$ cat src/rtl/snd_pkg.sv
`timescale 1ns/1ps
package snd_pkg;

    localparam int SAMPLE_W = 16;
    localparam int BYTE_W   = 8;

    // Position of the next snooped byte within the four-channel rotation
    typedef enum logic [1:0] {
        POS_CH0 = 2'd0,
        POS_CH1 = 2'd1,
        POS_CH2 = 2'd2,
        POS_CH3 = 2'd3
    } chan_pos_e;

    // Serial emitter phase
    typedef enum logic [1:0] {
        TX_IDLE  = 2'd0,
        TX_LEFT  = 2'd1,
        TX_RIGHT = 2'd2
    } tx_state_e;

    typedef struct packed {
        logic [SAMPLE_W-1:0] left;
        logic [SAMPLE_W-1:0] right;
    } stereo_t;

endpackage

$ cat src/rtl/snd_fifo.sv
`timescale 1ns/1ps
module snd_fifo #(
    parameter int W     = 16,
    parameter int DEPTH = 16
) (
    input  logic         clk,
    input  logic         rst_n,
    input  logic         push,
    input  logic [W-1:0] wdata,
    input  logic         pop,
    output logic [W-1:0] rdata,
    output logic         empty,
    output logic         full
);
    localparam int AW = $clog2(DEPTH);

    logic [W-1:0] mem [DEPTH];
    logic [AW:0]  wp_q, rp_q;
    logic         do_push, do_pop;

    assign empty   = (wp_q == rp_q);
    assign full    = (wp_q[AW] != rp_q[AW]) && (wp_q[AW-1:0] == rp_q[AW-1:0]);
    assign do_push = push && !full;
    assign do_pop  = pop && !empty;
    assign rdata   = mem[rp_q[AW-1:0]];

    always_ff @(posedge clk) begin
        if (!rst_n) begin
            wp_q <= '0;
            rp_q <= '0;
        end else begin
            if (do_push) wp_q <= wp_q + 1'b1;
            if (do_pop)  rp_q <= rp_q + 1'b1;
        end
    end

    always_ff @(posedge clk) begin
        if (do_push) mem[wp_q[AW-1:0]] <= wdata;
    end

endmodule

$ cat src/rtl/snd_cap_asm.sv
`timescale 1ns/1ps
module snd_cap_asm
    import snd_pkg::*;
(
    input  logic                clk,
    input  logic                rst_n,
    input  logic                edge_seen,
    input  logic [BYTE_W-1:0]   byte_in,
    input  logic                pair_mode,
    output logic                word_push,
    output logic [SAMPLE_W-1:0] word_out
);
    chan_pos_e           pos_q, pos_d;
    logic [BYTE_W-1:0]   low_q;
    logic                odd_pos;

    assign odd_pos = (pos_q == POS_CH1) || (pos_q == POS_CH3);

    // Next position: one step per strobe edge, wrapping
    always_comb begin
        pos_d = pos_q;
        if (edge_seen) begin
            unique case (pos_q)
                POS_CH0: pos_d = POS_CH1;
                POS_CH1: pos_d = POS_CH2;
                POS_CH2: pos_d = POS_CH3;
                POS_CH3: pos_d = POS_CH0;
                default: pos_d = POS_CH0;
            endcase
        end
    end

    // Position register
    always_ff @(posedge clk) begin
        if (!rst_n) pos_q <= POS_CH0;
        else        pos_q <= pos_d;
    end

    // Low byte remembered at even positions in either mode
    always_ff @(posedge clk) begin
        if (!rst_n)                   low_q <= '0;
        else if (edge_seen && !odd_pos) low_q <= byte_in;
    end

    // Outputs toward the capture FIFO
    always_comb begin
        if (pair_mode) begin
            word_push = edge_seen && odd_pos;
            word_out  = {byte_in, low_q};
        end else begin
            word_push = edge_seen;
            word_out  = {{(SAMPLE_W-BYTE_W){1'b0}}, byte_in};
        end
    end

endmodule

$ cat src/rtl/snd_i2s_tx.sv
`timescale 1ns/1ps
module snd_i2s_tx
    import snd_pkg::*;
#(
    parameter int CLK_HZ    = 100_000_000,
    parameter int SAMPLE_HZ = 44_100,
    parameter int ACC_W     = 24
) (
    input  logic    clk,
    input  logic    rst_n,
    input  logic    frame_avail,
    input  stereo_t frame_in,
    output logic    frame_take,
    output logic    bclk,
    output logic    ws,
    output logic    sdata,
    output logic    underrun
);
    localparam int FRAME_BITS = 2 * SAMPLE_W;
    localparam int SLOT_W     = $clog2(FRAME_BITS);
    localparam logic [SLOT_W-1:0] SLOT_LAST   = SLOT_W'(FRAME_BITS - 1);
    localparam logic [SLOT_W-1:0] SLOT_L_LAST = SLOT_W'(SAMPLE_W - 1);
    // two half periods per slot
    localparam logic [63:0] STEP_WIDE =
        ((64'(SAMPLE_HZ) * 64'(2 * FRAME_BITS)) << ACC_W) / 64'(CLK_HZ);
    localparam logic [ACC_W-1:0] STEP = STEP_WIDE[ACC_W-1:0];

    tx_state_e             state_q, state_d;
    logic [ACC_W-1:0]      acc_q;
    logic [ACC_W:0]        acc_sum;
    logic                  tick, fall_evt, frame_start;
    logic [SLOT_W-1:0]     slot_q;
    logic [FRAME_BITS-1:0] shreg_q, last_q;

    assign acc_sum     = {1'b0, acc_q} + {1'b0, STEP};
    assign tick        = acc_sum[ACC_W];
    assign fall_evt    = tick && bclk;
    assign frame_start = fall_evt && (slot_q == SLOT_LAST);
    assign frame_take  = frame_start && frame_avail;

    always_ff @(posedge clk) begin
        if (!rst_n) acc_q <= '0;
        else        acc_q <= acc_sum[ACC_W-1:0];
    end

    // Next state
    always_comb begin
        state_d = state_q;
        unique case (state_q)
            TX_IDLE:  if (frame_start) state_d = TX_LEFT;
            TX_LEFT:  if (fall_evt && slot_q == SLOT_L_LAST) state_d = TX_RIGHT;
            TX_RIGHT: if (frame_start) state_d = TX_LEFT;
            default:  state_d = TX_IDLE;
        endcase
    end

    // State register
    always_ff @(posedge clk) begin
        if (!rst_n) state_q <= TX_IDLE;
        else        state_q <= state_d;
    end

    // Line outputs and shifter, all moving on the falling half period
    always_ff @(posedge clk) begin
        if (!rst_n) begin
            bclk     <= 1'b0;
            ws       <= 1'b1;
            sdata    <= 1'b0;
            slot_q   <= SLOT_LAST;
            shreg_q  <= '0;
            last_q   <= '0;
            underrun <= 1'b0;
        end else begin
            underrun <= 1'b0;
            if (tick) bclk <= !bclk;
            if (fall_evt) begin
                slot_q <= slot_q + 1'b1;
                ws     <= (state_d != TX_LEFT);
                sdata  <= shreg_q[FRAME_BITS-1];
                if (frame_start) begin
                    if (frame_avail) begin
                        shreg_q <= frame_in;
                        last_q  <= frame_in;
                    end else begin
                        shreg_q  <= last_q;
                        underrun <= 1'b1;
                    end
                end else begin
                    shreg_q <= shreg_q << 1;
                end
            end
        end
    end

endmodule

$ cat src/rtl/snd_bridge.sv
`timescale 1ns/1ps
module snd_bridge
    import snd_pkg::*;
#(
    parameter int CLK_HZ     = 100_000_000,
    parameter int SAMPLE_HZ  = 44_100,
    parameter int ACC_W      = 24,
    parameter int CAP_DEPTH  = 16,
    parameter int PLAY_DEPTH = 4
) (
    input  logic        clk,
    input  logic        rst_n,
    input  logic        snd_ack,
    input  logic [7:0]  snd_data,
    input  logic        pair_mode,
    input  logic        mcu_cs,
    input  logic        mcu_we,
    input  logic        mcu_sel,
    input  logic [15:0] mcu_wdata,
    output logic [15:0] mcu_rdata,
    output logic        cap_empty,
    output logic        cap_ovf,
    output logic        play_full,
    output logic        play_unf,
    output logic        i2s_bclk,
    output logic        i2s_ws,
    output logic        i2s_sdata
);
    localparam int FRAME_W = $bits(stereo_t);

    logic                ack_q, ack_rise;
    logic                cap_push, cap_full, rd_req;
    logic [SAMPLE_W-1:0] cap_word, cap_head;
    logic [SAMPLE_W-1:0] left_hold_q;
    logic                commit;
    stereo_t             play_in, play_head;
    logic                play_empty, play_take;

    // Strobe edge detect; follows the line through reset
    always_ff @(posedge clk) ack_q <= snd_ack;
    assign ack_rise = snd_ack && !ack_q;

    snd_cap_asm u_asm (
        .clk       (clk),
        .rst_n     (rst_n),
        .edge_seen (ack_rise),
        .byte_in   (snd_data),
        .pair_mode (pair_mode),
        .word_push (cap_push),
        .word_out  (cap_word)
    );

    assign rd_req = mcu_cs && !mcu_we;

    snd_fifo #(.W(SAMPLE_W), .DEPTH(CAP_DEPTH)) u_cap_fifo (
        .clk   (clk),
        .rst_n (rst_n),
        .push  (cap_push),
        .wdata (cap_word),
        .pop   (rd_req),
        .rdata (cap_head),
        .empty (cap_empty),
        .full  (cap_full)
    );

    always_ff @(posedge clk) begin
        if (!rst_n) begin
            mcu_rdata <= '0;
            cap_ovf   <= 1'b0;
        end else begin
            cap_ovf <= cap_push && cap_full;
            if (rd_req) mcu_rdata <= cap_empty ? '0 : cap_head;
        end
    end

    // Write side: left held until the right word commits the frame
    assign commit = mcu_cs && mcu_we && mcu_sel;

    always_ff @(posedge clk) begin
        if (!rst_n)                            left_hold_q <= '0;
        else if (mcu_cs && mcu_we && !mcu_sel) left_hold_q <= mcu_wdata;
    end

    assign play_in.left  = left_hold_q;
    assign play_in.right = mcu_wdata;

    snd_fifo #(.W(FRAME_W), .DEPTH(PLAY_DEPTH)) u_play_fifo (
        .clk   (clk),
        .rst_n (rst_n),
        .push  (commit),
        .wdata (play_in),
        .pop   (play_take),
        .rdata (play_head),
        .empty (play_empty),
        .full  (play_full)
    );

    snd_i2s_tx #(.CLK_HZ(CLK_HZ), .SAMPLE_HZ(SAMPLE_HZ), .ACC_W(ACC_W)) u_tx (
        .clk         (clk),
        .rst_n       (rst_n),
        .frame_avail (!play_empty),
        .frame_in    (play_head),
        .frame_take  (play_take),
        .bclk        (i2s_bclk),
        .ws          (i2s_ws),
        .sdata       (i2s_sdata),
        .underrun    (play_unf)
    );

endmodule

$ cat config.mk
export PLATFORM = sky130hd
export DESIGN_NAME = snd_bridge
export DESIGN_NICKNAME = d
export VERILOG_FILES = /design/src/rtl/snd_pkg.sv /design/src/rtl/snd_fifo.sv /design/src/rtl/snd_cap_asm.sv /design/src/rtl/snd_i2s_tx.sv /design/src/rtl/snd_bridge.sv
export SDC_FILE = /design/constraint.sdc
export NUM_CORES = 1
export LEC_CHECK = 0
export ABC_AREA = 0
export BUFFER_PORTS_ARGS = -buffer_cell sky130_fd_sc_hd__buf_2
export CORE_MARGIN = 4
export CORE_UTILIZATION = 55
export CTS_CLUSTER_DIAMETER = 30
export CTS_CLUSTER_SIZE = 28
export DETAILED_ROUTE_END_ITERATION = 7
export PLACE_DENSITY = 0.69
export SYNTH_ARGS = -nofsm -noshare
export SYNTH_HDL_FRONTEND = slang
export SYNTH_SLANG_ARGS = --single-unit
$ cat constraint.sdc
create_clock -name clk -period 7.7 [get_ports clk]
set_input_delay 1.54 -clock clk [delete_from_list [all_inputs] [get_ports clk]]
set_output_delay 1.54 -clock clk [all_outputs]
set_load 0.03 [all_outputs]
Word level (Yosys, flattened, before mapping)
Memories as Yosys holds them, arrays and structs flattened. A register that Yosys moved wholly into a read port is not among the register bits.
Index checks and enable logic that the tools add are counted.
{"block": "classes", "n_addsub": 6, "multipliers": 0, "div": 0, "magnitude_cmp": 0, "eq_ne": 14, "shifts": 0, "muxes": 18, "bitwise_logic": 0, "reduce_logical": 33}
{"op": "$mux W32", "count": 2}
{"op": "$mux W16", "count": 2}
{"op": "$add A24 B19 Y25 const B", "count": 1}
{"op": "$logic_and A1 B1 Y1", "count": 18}
{"op": "$add A5 B1 Y5 const B", "count": 3}
{"op": "$logic_not A1 Y1", "count": 9}
{"op": "$mux W2", "count": 4}
{"op": "$mux W4", "count": 2}
{"op": "$pmux W2 S4", "count": 1}
{"op": "$add A3 B1 Y3 const B", "count": 2}
{"op": "$eq A2 B2 Y1 const B", "count": 3}
{"op": "$mux W1", "count": 6}
{"op": "$eq A5 B4 Y1 const B", "count": 1}
{"op": "$eq A5 B5 Y1", "count": 1}
{"op": "$eq A5 B5 Y1 const B", "count": 1}
{"op": "$eq A2 B1 Y1 const B", "count": 2}
{"op": "$eq A4 B4 Y1", "count": 1}
{"op": "$logic_not A2 Y1", "count": 2}
{"op": "$pmux W2 S2", "count": 1}
{"op": "$eq A3 B3 Y1", "count": 1}
{"op": "$reduce_and A3 Y1", "count": 1}
{"op": "$eq A2 B2 Y1", "count": 1}
{"op": "$ne A1 B1 Y1", "count": 2}
{"op": "$ne A2 B1 Y1 const B", "count": 1}
{"op": "3 further kinds", "count": 3}
{"block": "word_totals", "regBits": 159, "latchBits": 0, "mem_bits_rw": 384, "romBits": 0, "input_bits": 31, "output_inout_bits": 23, "mem_count": 2}
{"name": "u_cap_fifo.mem", "depth": 16, "width": 16, "read_ports": 1, "rd_ports_with_merged_regs": 1, "write_ports": 1, "line_no": "snd_fifo.sv:17", "text": "logic [W-1:0] mem [DEPTH];"}
{"name": "u_play_fifo.mem", "depth": 4, "width": 32, "read_ports": 1, "rd_ports_with_merged_regs": 1, "write_ports": 1, "line_no": "snd_fifo.sv:17"}

Longest topological paths before layout
{"block": "logic_depth", "ltp_word": 7, "ltp_mapped": 11}

Modules after synthesis
From an unflattened synthesis, not the netlist that was laid out.
{"block": "unflattened", "cells_unflattened": 1421, "hier_area_um2": 22556.6}
{"mod": "snd_fifo at u_cap_fifo", "n_inst": 1, "cells_each": 459, "area_per_inst_um2": 10659.0, "seq_area_each_um2": 7967.6}
{"mod": "snd_fifo at u_play_fifo", "n_inst": 1, "cells_each": 235, "area_per_inst_um2": 5170.0, "seq_area_each_um2": 4003.8}
{"mod": "snd_i2s_tx", "n_inst": 1, "cells_each": 509, "area_per_inst_um2": 4760.8, "seq_area_each_um2": 1901.8}
{"mod": "snd_bridge", "n_inst": 1, "cells_each": 149, "area_per_inst_um2": 1331.3, "seq_area_each_um2": 680.7}
{"mod": "snd_cap_asm", "n_inst": 1, "cells_each": 69, "area_per_inst_um2": 635.6, "seq_area_each_um2": 200.2}

Worst setup path after synthesis
No wires, ideal clock.
{"block": "synth_timing", "kind": "input to register", "start": "input pair_mode", "end": "memory u_cap_fifo.mem[0][0] (enable)", "t_arrival_ns": 3.627, "required_time_ns": 7.291, "setup_slack_ns": 3.663, "cell_stages": 5, "path_cell_list": "clkbuf_1 -> a21oi_1 -> a21boi_1 -> nand2_1 -> nor3_1"}
{"block": "synth_between", "elab_chain_cells": 4}
{"element": "start, declared", "line_no": "snd_bridge.sv:15", "text": "input logic pair_mode,"}
{"element": "$mux W1", "line_no": "snd_cap_asm.sv:47", "text": "if (pair_mode) begin"}
{"element": "$logic_and A1 B1 Y1", "line_no": "snd_fifo.sv:23", "text": "assign do_push = push && !full;"}
{"element": "$mux W1", "line_no": "snd_fifo.sv:38", "text": "if (do_push) mem[wp_q[AW-1:0]] <= wdata;"}
{"element": "$mux W1 (not written as such)", "line_no": "snd_fifo.sv:38"}
{"element": "end, declared", "line_no": "snd_fifo.sv:17"}
No other way between the ends.

Worst setup path after layout
{"block": "layout_timing", "start": "register u_cap_fifo.wp_q[2]", "end": "output cap_empty"}
{"block": "layout_between", "elab_chain_cells": 1}
{"element": "start, declared", "line_no": "snd_fifo.sv:18", "text": "logic [AW:0] wp_q, rp_q;"}
{"element": "start signal, assigned", "line_no": "snd_fifo.sv:32", "text": "if (do_push) wp_q <= wp_q + 1'b1;"}
{"element": "$eq A5 B5 Y1", "line_no": "snd_fifo.sv:21", "text": "assign empty = (wp_q == rp_q);"}
{"element": "end, declared", "line_no": "snd_bridge.sv:21", "text": "output logic cap_empty,"}
No other way between the ends.

==> summary.md <==
| Metric | Value |
|---|---|
| Nets | roughly 1.5k |
| Vias/cell | 5.688 |
| Outcome | complete, no violations |
| Grt ovf | 0 |
| Row count | 71 |
| Detailed Route WL | ~44 mm |
| First-pass GRT wire length | 68.45 mm |
| Wire length per cell | between 20 and 25 um |
| Post-route ant nets | 0 |
| Clock Tree Root | clkbuf_16 |
| Clock network fraction of design power | 57.7% |
| Area grow syn2layout | 21.15% |
| CTS H-tree depth | 3 |
| Iter 0 DRT Violations | slightly below 800 |
| Critical Path AT | about 2200 ps |
| Final Max Slew Viols | 0 |
| Net Sw Frac | 20.50% |
| R2r startpoint | u_cap_fifo.wp_q[2] |
| Dpl hpwl | 25.42 mm |
| Final cell count without fillers | between 2k and 2.5k |
| Vias in the first global route | ~12k |
| CP Max Fanout | 10 |
| Largest net degree at the start of global routing | between 80 and 90 |
| Vias post-DR | ~12k |
| YS warnings | 0 |
| R2R Setup Slk | about 4600 ps |
| Syn Area/Cell | between 15 and 20 um2 |
| Crit Path Class | register to output port |
| Share of power burned in registers | between 30% and 40% |
| Final hold vios | 0 |
| Top post-synthesis cells by area | edfxtp_1 54%, dfxtp_1 15%, mux4_2 10% |
| Fmax | approximately 270 MHz |
| Clock Skew | 12.73 ps |
| 1st-pass router iterations | 5 |
| Tightest Hold Check Type | register to register |
| DRC | 0 |
| Element type at the critical path end | output port |
| Hold_buf cts | 0 |
| Async set or reset register ratio after synthesis | 0% |
| VDD IR-drop max | between 0.0002 and 0.00025 V |
| Final worst path period need | roughly 3700 ps |
| Die H | just over 200 um |
| Fin crit share | a little under 50% |
| Top-count cell post-synth | edfxtp_1 |
| Layout cells sized above 1 | 25.18% |
| Worst Hold Margin | 430.6 ps |
| Most instantiated cells after synthesis | 384 x edfxtp_1, 161 x dfxtp_1, 104 x nand2_1 |
| Final setup viols | 0 |
| Psw | 1.684 mW |
| Worst skew pair latency | about 610 ps |
| CTS max path bufs | 3 |
| Fill count | between 2k and 3k |
| CTS tree | done |
| Register area share after synthesis | between 60% and 70% |
| Post-synthesis register bit count | between 500 and 600 |
| Worst path required time | just over 6000 ps |
| # IOs | 54 |
| Relative slew slack | 22.34% |
| Mapped Area | roughly 21000 um2 |
| Placed Instance Area | 21910 um2 |
| # Post-CTS Setup Buffers | 0 |
| WHS Path Cells | 1 |
| Worst slew pin tran | between 1000 and 1500 ps |
| Dominant synthesized flop cell | edfxtp_1 |
| Worst-path clk slew | approximately 50 ps |
| Clk sinks | roughly 550 |
| Fin Setup TNS | 0 ps |
| Unrepaired setup endpoints after global routing | false |
| Cells on worst reg2reg path | 5 |
| Post-CTS Resized | 0 |
| Port Buffers | 53 |
| Number of synthesized flops with an enable pin | between 300 and 400 |
| Total CTS buffers | slightly above 100 |
| Final Util | 67.78% |
| Initial core utilization | a little under three fifths |
| Placed Cells incl. Taps | roughly 1.9k |
| Final RePlAce weighted congestion | between 0.7 and 0.8 |
| # diodes | 0 |
| Largest area contributor in the netlist | edfxtp_1 |
| Leak | ~9 nW |
| Yosys top cell area share | 54.46% |
| Power Internal | approximately 6.5 mW |
| Core Footprint | ~38000 um2 |
| Worst setup path end | cap_empty |
| Power Dens Cells | ~320 nW/um2 |
| Tot GR Track Use | a little over a fifth |
| Comb pwr share | just over 3% |
| Die width | a little over 200 um |
| Post-synthesis cell type count | 50 |
| Syn Inst Count | between 1k and 1.5k |
| Final Cell Area | about 26000 um2 |
| CP startpoint kind | register |
| Critical Path Source | u_cap_fifo.wp_q[2] |
| Total Die Area | about 42000 um2 |
| Initial antenna violation count | 1 |
| R2R Path End | u_cap_fifo.mem[6][11] |
| Max Cap Viol | 0 |
| Syn nets | 1401 |
-- metrics by stage --
stage               power (mW)  setup WS (ps)
floorplan                3.446           3663
global placement         3.522           3569
detailed placement       3.533           3555
CTS                      8.275           3883
global route             8.474           3768
finish                   8.216           3951
-- sequential cells by signal, indices dropped and copies added, names as in the netlist, 3 cells and up, named ones only --
name and flops:
u_tx.last_q 32, u_tx.acc_q 20, left_hold_q 16, u_play_fifo.mem 128, u_cap_fifo.rp_q 5, u_play_fifo.rp_q 3, u_play_fifo.wp_q 3, u_cap_fifo.mem 256
u_asm.low_q 8, mcu_rdata 16, u_cap_fifo.wp_q 5, u_tx.shreg_q 32, u_tx.slot_q 5
-- cell type report --
class	instances	area, um2	area share (%)
Multi-Input combinational cell	713	6056	23.61
Tap cell	511	639.4	2.493
Clock buffer	120	2690	10.49
Timing Repair Buffer	73	415.4	1.620
Inverter	10	37.54	0.1463
Sequential cell	545	14760	57.55
Clock inverter	72	1050	4.093
-- worst max-delay path, cell delays in order (launching register included) --
cell and delay [ps]:
dfxtp_1 660, xnor2_1 200, nand4_1 180, nor2_1 290, buf_2 260
-- logic make-up (layout without fill, tap and decap cells) --
logic type	after synthesis	in the layout	synth area share, %
DFF	545	545	69.69
and+or+nand+nor	296	296	6.347
AOI/OAI and AO/OA	205	205	6.176
muxes	156	156	13.10
buffers and inverters	94	275	2.051
xor gates and xnor gates	38	38	1.572
adders and majority gates	18	18	1.064
-- power by group through the flow --
stage / clock network (mW) / logic (mW) / registers (mW)
after global routing: 4.97 / 0.279 / 3.23
after floorplan: 0 / 0.170 / 3.28
after detailed placement: 0 / 0.252 / 3.28
after global placement: 0 / 0.245 / 3.28
final: 4.74 / 0.251 / 3.23
after CTS: 4.79 / 0.254 / 3.23
-- layout by cell type, fill, tap and decap left out, drive strengths merged, types with 22 or more instances in the layout --
cell / netlist / routed
nor2: 84 / 84
clkbuf: 49 / 120
xnor2: 23 / 23
buf: 35 / 73
mux4: 96 / 96
o21ai: 42 / 42
edfxtp: 384 / 384
nand3: 34 / 34
mux2i: 51 / 51
clkinv: 0 / 32
nand2: 104 / 104
a22o: 47 / 47
dfxtp: 161 / 161
bufinv: 0 / 22
a21oi: 82 / 82
-- layer usage --
metal  part of all wire (%)  vias to the layer above  wire length, um  track usage [%]
li1                       -                     5399                -                -
met2                     51                      333            22300            36.57
met5                      0                        -                0                0
met1                     41                     5818            17700            27.85
met4                    2.4                        0             1066            6.987
met3                    5.7                       76             2480            4.253
-- how the worst min path moves through the flow --
stage | from | endpoint
after global routing | u_tx.acc_q[4] | u_tx.acc_q[4]
after detailed placement | u_tx.acc_q[4] | u_tx.acc_q[4]
after global placement | u_tx.acc_q[4] | u_tx.acc_q[4]
after CTS | u_tx.acc_q[4] | u_tx.acc_q[4]
final | u_tx.acc_q[4] | u_tx.acc_q[4]
after floorplan | u_tx.acc_q[4] | u_tx.acc_q[4]
Note: power is estimated with default switching activity, not from simulation.
